## config.mk

```make
export PLATFORM = sky130hd
export DESIGN_NAME = i2c_event_monitor
export DESIGN_NICKNAME = d
export VERILOG_FILES = /design/src/rtl/i2cmon_pkg.sv /design/src/rtl/i2cmon_sync.sv /design/src/rtl/i2cmon_edge.sv /design/src/rtl/i2cmon_bitcnt.sv /design/src/rtl/i2cmon_flags.sv /design/src/rtl/i2c_event_monitor.sv
export SDC_FILE = /design/constraint.sdc
export NUM_CORES = 1
export LEC_CHECK = 0
export CORE_MARGIN = 2
export CORE_UTILIZATION = 49
export DETAILED_ROUTE_END_ITERATION = 16
export PLACE_DENSITY_LB_ADDON = 0.1
export SLEW_MARGIN = 15
export SYNTH_ARGS = -nofsm -noshare
export SYNTH_HDL_FRONTEND = slang
export SYNTH_HIERARCHICAL = 1
export SYNTH_SLANG_ARGS = --single-unit
```

## constraint.sdc

```tcl
create_clock -name clk -period 3.1 [get_ports clk]
set_input_delay 0.31 -clock clk [delete_from_list [all_inputs] [get_ports clk]]
set_output_delay 0.31 -clock clk [all_outputs]
set_load 0.005 [all_outputs]
```

## src/rtl/i2cmon_pkg.sv

```systemverilog
package i2cmon_pkg;

    localparam int BYTE_BITS = 8;
    localparam int ACK_SLOT  = BYTE_BITS + 1;
    localparam int CNT_W     = $clog2(ACK_SLOT + 1);

    typedef logic [CNT_W-1:0] bitcnt_t;

    // Single-cycle bus events in the system clock domain
    typedef struct packed {
        logic start;
        logic stop;
        logic scl_rise;
        logic sda_lvl;
    } bus_evt_t;

    typedef struct packed {
        logic ack;
        logic start;
        logic stop;
    } flags_t;

    typedef struct packed {
        logic busy_init;
        logic rsv_ok;
    } cfg_t;

    function automatic bitcnt_t next_slot(bitcnt_t c);
        return (c == bitcnt_t'(ACK_SLOT)) ? bitcnt_t'(1) : c + bitcnt_t'(1);
    endfunction

    // Sticky bit update: set has priority over clear
    function automatic logic settle(logic cur, logic set, logic clr);
        return set ? 1'b1 : (clr ? 1'b0 : cur);
    endfunction

endpackage

```

## src/rtl/i2cmon_sync.sv

```systemverilog
module i2cmon_sync #(
    parameter int             W       = 2,
    parameter int             STAGES  = 2,
    parameter logic [W-1:0]   RST_VAL = '1
) (
    input  logic         clk,
    input  logic         rst,
    input  logic [W-1:0] d,
    output logic [W-1:0] q
);
    generate
        if (STAGES == 1) begin : g_one
            logic [W-1:0] q_r;
            always_ff @(posedge clk) begin
                if (rst) q_r <= RST_VAL;
                else     q_r <= d;
            end
            assign q = q_r;
        end else begin : g_chain
            logic [STAGES-1:0][W-1:0] chain;
            always_ff @(posedge clk) begin
                if (rst) chain <= {STAGES{RST_VAL}};
                else     chain <= {chain[STAGES-2:0], d};
            end
            assign q = chain[STAGES-1];
        end
    endgenerate
endmodule

```

## src/rtl/i2cmon_edge.sv

```systemverilog
module i2cmon_edge
    import i2cmon_pkg::*;
(
    input  logic     clk,
    input  logic     rst,
    input  logic     scl,
    input  logic     sda,
    output bus_evt_t evt
);
    logic scl_q;
    logic sda_q;

    // Idle bus is high on both lines
    always_ff @(posedge clk) begin
        if (rst) begin
            scl_q <= 1'b1;
            sda_q <= 1'b1;
        end else begin
            scl_q <= scl;
            sda_q <= sda;
        end
    end

    logic scl_held;
    assign scl_held = scl & scl_q;

    always_comb begin
        evt.scl_rise = scl & ~scl_q;
        evt.start    = scl_held & sda_q & ~sda;
        evt.stop     = scl_held & ~sda_q & sda;
        evt.sda_lvl  = sda;
    end
endmodule

```

## src/rtl/i2cmon_bitcnt.sv

```systemverilog
module i2cmon_bitcnt
    import i2cmon_pkg::*;
(
    input  logic    clk,
    input  logic    rst,
    input  logic    en,
    input  logic    start_ev,
    input  logic    rise_ev,
    output bitcnt_t cnt
);
    always_ff @(posedge clk) begin
        if (rst || !en)    cnt <= '0;
        else if (start_ev) cnt <= '0;
        else if (rise_ev)  cnt <= next_slot(cnt);
    end
endmodule

```

## src/rtl/i2cmon_flags.sv

```systemverilog
module i2cmon_flags
    import i2cmon_pkg::*;
(
    input  logic     clk,
    input  logic     rst,
    input  logic     en,
    input  logic     leave,
    input  logic     wake,
    input  bus_evt_t evt,
    input  bitcnt_t  cnt,
    output flags_t   flags
);
    flags_t nxt;
    logic   armed;
    logic   armed_n;
    logic   wake_q;
    logic   wake_fall;
    logic   rise_first;
    logic   rise_addr;
    logic   ack_set, ack_clr;
    logic   sta_set, sta_clr;
    logic   sto_set, sto_clr;

    always_ff @(posedge clk) begin
        if (rst) wake_q <= 1'b0;
        else     wake_q <= wake;
    end

    always_comb begin
        wake_fall  = wake_q & ~wake;
        rise_first = evt.scl_rise && (cnt == bitcnt_t'(ACK_SLOT));
        rise_addr  = evt.scl_rise && (cnt == '0);

        ack_set = evt.scl_rise && (cnt == bitcnt_t'(BYTE_BITS)) && !evt.sda_lvl;
        ack_clr = evt.stop | rise_first | leave;

        sta_set = evt.start;
        sta_clr = evt.stop | rise_first | leave;

        sto_set = evt.stop;
        sto_clr = (armed & rise_addr) | wake_fall;

        nxt.ack   = settle(flags.ack,   ack_set, ack_clr);
        nxt.start = settle(flags.start, sta_set, sta_clr);
        nxt.stop  = settle(flags.stop,  sto_set, sto_clr);

        // Armed: a start has followed the latest stop
        if (sto_set)        armed_n = 1'b0;
        else if (evt.start) armed_n = 1'b1;
        else if (sto_clr)   armed_n = 1'b0;
        else                armed_n = armed;
    end

    always_ff @(posedge clk) begin
        if (rst || !en) begin
            flags <= '0;
            armed <= 1'b0;
        end else begin
            flags <= nxt;
            armed <= armed_n;
        end
    end
endmodule

```

## src/rtl/i2c_event_monitor.sv

```systemverilog
module i2c_event_monitor
    import i2cmon_pkg::*;
#(
    parameter int SYNC_STAGES = 2
) (
    input  logic             clk,
    input  logic             rst,
    input  logic             en_i,
    input  logic             leave_i,
    input  logic             wake_i,
    input  logic             scl_i,
    input  logic             sda_i,
    input  logic             cfg_we_i,
    input  logic [1:0]       cfg_wdata_i,
    output logic             ack_o,
    output logic             start_o,
    output logic             stop_o,
    output logic [CNT_W-1:0] bit_cnt_o,
    output logic [1:0]       cfg_o
);
    logic [1:0] lines_s;
    bus_evt_t   evt;
    bitcnt_t    cnt_q;
    flags_t     flags_q;
    cfg_t       cfg_q;

    i2cmon_sync #(.W(2), .STAGES(SYNC_STAGES), .RST_VAL(2'b11)) u_sync (
        .clk (clk),
        .rst (rst),
        .d   ({scl_i, sda_i}),
        .q   (lines_s)
    );

    i2cmon_edge u_edge (
        .clk (clk),
        .rst (rst),
        .scl (lines_s[1]),
        .sda (lines_s[0]),
        .evt (evt)
    );

    i2cmon_bitcnt u_cnt (
        .clk      (clk),
        .rst      (rst),
        .en       (en_i),
        .start_ev (evt.start),
        .rise_ev  (evt.scl_rise),
        .cnt      (cnt_q)
    );

    i2cmon_flags u_flags (
        .clk   (clk),
        .rst   (rst),
        .en    (en_i),
        .leave (leave_i),
        .wake  (wake_i),
        .evt   (evt),
        .cnt   (cnt_q),
        .flags (flags_q)
    );

    // Configuration bits are writable only while the monitor is off
    always_ff @(posedge clk) begin
        if (rst)                    cfg_q <= '0;
        else if (cfg_we_i && !en_i) cfg_q <= cfg_t'(cfg_wdata_i);
    end

    assign ack_o     = flags_q.ack;
    assign start_o   = flags_q.start;
    assign stop_o    = flags_q.stop;
    assign bit_cnt_o = cnt_q;
    assign cfg_o     = cfg_q;
endmodule

```

* Yosys cells after proc, flatten, opt, wreduce, memory -nomap -nowiden
Index checks and enable logic that the tools add are counted.
W data, S select, Z words.
** Operators by class
- $add $sub $neg :: 1
- Equality and inequality tests :: 2
- Muxes and demuxes :: 7
- Bitwise gates (word level) :: 15
- Reduce and logical (&&, ||, !) cells :: 15
** Operators with widths (count)
- $and A1 B1 Y1 :: 8
- $eq A4 B4 Y1 const B :: 2
- $reduce_bool A2 Y1 :: 4
- $mux W1 :: 6
- $logic_and A1 B1 Y1 :: 5
- $add A4 B1 Y4 const B :: 1
- $logic_not A4 Y1 :: 1
- $mux W4 :: 1
- $not A1 Y1 :: 4
- $reduce_or A2 Y1 :: 2
- $or A1 B1 Y1 :: 3
- $logic_not A1 Y1 :: 2
- $logic_or A1 B1 Y1 :: 1
** Storage, ports and cells
- Register bits :: 17
- Bits of input ports :: 10
- Output and inout bits :: 9
- Logic and storage cells :: 52

* Logic depth before layout (Yosys ltp)
- Depth in word-level cells :: 7
- Gate-level depth with buffers :: 5
- Depth with buffers taken out :: 4

* Modules after synthesis
The synthesis kept the hierarchy.
** By module, submodules not included
- i2cmon_flags :: instances 1, cells each 29, area each 236.5 µm², sequential area each 100.1 µm²
- i2cmon_bitcnt :: instances 1, cells each 23, area each 196.4 µm², sequential area each 80.1 µm²
- i2cmon_sync :: instances 1, cells each 10, area each 120.1 µm², sequential area each 80.1 µm²
- i2c_event_monitor :: instances 1, cells each 9, area each 102.6 µm², sequential area each 40.0 µm²
- i2cmon_edge :: instances 1, cells each 8, area each 88.8 µm², sequential area each 40.0 µm²

* Worst setup path after synthesis
OpenSTA, ideal clock, no wires.
- Path kind :: reg2reg
- Start :: register u_sync.g_chain.chain (netlist bit u_sync/q[1])
- End :: register u_flags/flags[2] (netlist name)
- Library setup time :: 0.070 ns
- Data arrival time :: 1.325 ns
- Data required time :: 3.030 ns
- Path slack :: 1.705 ns
- Stages on the path, launching flop included :: 6
- Path buffers :: 1
- Clock period less this slack :: 1.395 ns
- Cells stage by stage :: dfxtp_1 -> buf_4 -> and2b_2 -> or3b_1 -> or3_1 -> a21oi_1
** RTL lines
- start, declared :: RTL line i2cmon_sync.sv:20 : logic [STAGES-1:0][W-1:0] chain;
- start signal, assigned :: RTL line i2cmon_sync.sv:22 : if (rst) chain <= {STAGES{RST_VAL}};
- start signal, assigned :: RTL line i2cmon_sync.sv:23 : else chain <= {chain[STAGES-2:0], d};
- end signal, assigned :: RTL line i2cmon_flags.sv:59 : flags <= nxt;
- end, declared :: RTL line i2cmon_flags.sv:11 : output flags_t flags

* Worst setup path after layout
- Start :: register u_cnt.cnt[0]
- End :: output port bit_cnt_o[0]
** RTL lines
- start, declared :: RTL line i2cmon_bitcnt.sv:9 : output bitcnt_t cnt
- start signal, assigned :: RTL line i2cmon_bitcnt.sv:14 : else if (rise_ev) cnt <= next_slot(cnt);
- end, declared :: RTL line i2c_event_monitor.sv:18 : output logic [CNT_W-1:0] bit_cnt_o,
No word-level cell between the ends.

==> run summary <==
Final Non-Filler Cells: 114
Unrepaired setup endpoints after global routing: no
Routed Wire Length: 1300 µm
Critical path type: flop to output port
Yosys warns: 6
Area grow syn2layout: 27.6%
Req. time, crit path: 2790 ps
Worst path top cell family by delay: buffers and inverters
R2R depth: 4
Total grt overflow: 0
Initial antenna violation count: 0
Outcome: complete, no violations
Synth unique cells: 31
Syn_nets: 89
Pins Over Slew Limit: 0
IO Count: 19
Routed wire per std cell: 11.4 µm
Clock Pin Slew Worst Setup and Hold Paths: 100 ps
Syn Inst Count: 79
Die H: 43.0 µm
Final Hold Viols: 0
F_max: 611 MHz
DP HPWL: 1010 µm
Setup TNS: 0 ps
CP Launch Point: u_cnt/cnt[0]$_SDFFE_PP0P_
R2r endpoint: u_flags/flags[2]$_SDFFE_PP0P_
CP Capture Point: bit_cnt_o[0]
CTS tree: yes
# rows: 14
Max FO, Critical Path: 8
Largest net degree at the start of global routing: 14
CP peak stage delay: 560 ps
Worst R2R Setup Slack: 1610 ps
Most common cell after layout, fill and taps aside: clkdlybuf4s50_1
Die ar.: 1850 µm²
Crit path arrival time: 1330 ps
Crit-path slowest cell: clkdlybuf4s50_1
Detailed-route via count: 607
Final min period: 1640 ps
Initial Util: 50.6%
Period utilisation layout: 52.8%
Seq cells post-synth: 17
Post-route ant nets: 0
Tot GR Track Use: 15.6%
Share of layout cells above drive strength 1: 12.2%
H-Tree Level Count: 1
Final nets: 109
First-pass GRT wire length: 2190 µm
Worst setup EP type: output port
Max-Cap Viols: 0
First-pass DRT Iterations: 4
CP Depth: 1
Mean post-synth cell area: 9.42 µm²
Pwr dens: 396 nW/µm²
Post-route DRC: 0
Ant diodes: 0
Worst-Skew Late Latency: 280 ps
Vias in the first global route: 540
Sequential area share after synthesis: 45.7%
Root Buffer: clkbuf_4
Worst-path cell chain: clkdlybuf4s50_1
CTS Buffer Depth: 2
# Post-CTS Setup Buffers: 0
Final setup fails: 0
P_leak: 0.000336 µW
Final Skew: 4.02 ps
VDD IR-drop max: 0.231 mV
Worst-Margin Slew: 400 ps
Total CTS buffers: 3
Routability cong.: 0.720
Post-CTS Resized: 0
Commonest cells after routing, fill and taps aside: clkdlybuf4s50_1 (18), dfxtp_1 (17), inv_1 (7)
Vias/cell: 5.32
Worst slew margin: 73.3%
Port Buffers: 18
Startpoint types: flop
Util after Layout: 64.5%
HP Class: flop to flop
Total clock sinks: 17
Synthesized cell area: 744 µm²
Die W: 43.0 µm
CTS Hold Bufs: 0
Reg-to-reg startpoint: u_edge/scl_q$_SDFF_PP1_
CP bufs+invs: 1
DR iter-0 viols: 19
Placed insts: 110
Core area: 1470 µm²
==> cell families after synthesis <==
kind of cell	synth area share (%)
compound gates	13.4
buf+inv	6.56
flops	45.7
xor+xnor	1.18
simple gates	33.1
==> final cells by class <==
type                            instances  area (µm²)
Fill cell                             139         522
Multi-Input combinational cell         52         355
Sequential cell                        17         340
Timing Repair Buffer                   18         180
Inverter                                7        26.3
Clock buffer                            3        22.5
Tap cell                               16        20.0
Clock inverter                          1        5.00
==> cells in the mapped netlist, drive strengths merged <==
cell / instances / area (µm²)
buf: 3 / 22.5
dfxtp: 17 / 340
a21oi: 6 / 33.8
nand2: 3 / 13.8
o21ai: 4 / 23.8
nand3: 1 / 5.00
o21a: 1 / 7.51
a31o: 1 / 8.76
nor3: 1 / 5.00
or2: 6 / 37.5
inv: 7 / 26.3
nand4bb: 2 / 22.5
and4b: 3 / 31.3
nor2: 5 / 18.8
a211oi: 1 / 7.51
or3: 2 / 12.5
nor3b: 1 / 7.51
xor2: 1 / 8.76
o311ai: 1 / 8.76
and2b: 1 / 8.76
nand2b: 3 / 18.8
nor2b: 6 / 45.0
a311o: 1 / 10.0
or3b: 2 / 20.0
==> layer usage <==
metal  vias to the layer above  share of wire, %  GRT usage (%)
li1                        305                 -              -
met1                       287                44           17.8
met2                        13                52           27.9
met3                         2               4.2           2.55
met4                         0              0.69           7.27
met5                         -                 0              0
==> registers in the layout (all words and copies together) (netlist names) <==
register              count
u_edge/scl_q              1
u_flags/armed             1
u_flags/wake_q            1
u_flags/flags             3
cfg_o                     2
u_sync/q                  2
u_cnt/cnt                 4
u_sync/g_chain.chain      2
u_edge/sda_q              1
==> through the flow <==
step	area (µm²)	power, µW	hold WS, ps	setup WS [ps]
2_1_floorplan	744	248	382	1700
3_3_place_gp	922	266	387	1480
3_5_place_dp	922	267	397	1470
4_1_cts	950	385	423	1460
5_1_grt	950	392	438	1390
6_report	950	376	419	1460
==> power breakdown <==
group / leakage (µW) / switching, µW / internal (µW)
Sequential: 0.000139 / 2.82 / 224
Combinational: 0.000180 / 12.3 / 22.2
Clock: 0.0000177 / 66.5 / 47.8
Total: 0.000336 / 81.6 / 294
==> worst min-delay path by stage <==
stage	start	to	slack [ps]	cells past startpoint
after global routing	u_sync/g_chain.chain[1]$_SDFF_PP1_	u_sync/q[1]$_SDFF_PP1_	440	1
after floorplan	rst	u_flags/wake_q$_SDFF_PP0_	380	1
after detailed placement	u_sync/g_chain.chain[1]$_SDFF_PP1_	u_sync/q[1]$_SDFF_PP1_	400	1
final	u_sync/g_chain.chain[1]$_SDFF_PP1_	u_sync/q[1]$_SDFF_PP1_	420	1
after global placement	u_sync/g_chain.chain[0]$_SDFF_PP1_	u_sync/q[0]$_SDFF_PP1_	390	1
after CTS	u_sync/g_chain.chain[1]$_SDFF_PP1_	u_sync/q[1]$_SDFF_PP1_	420	1
Power figures use the tool's default switching activity.
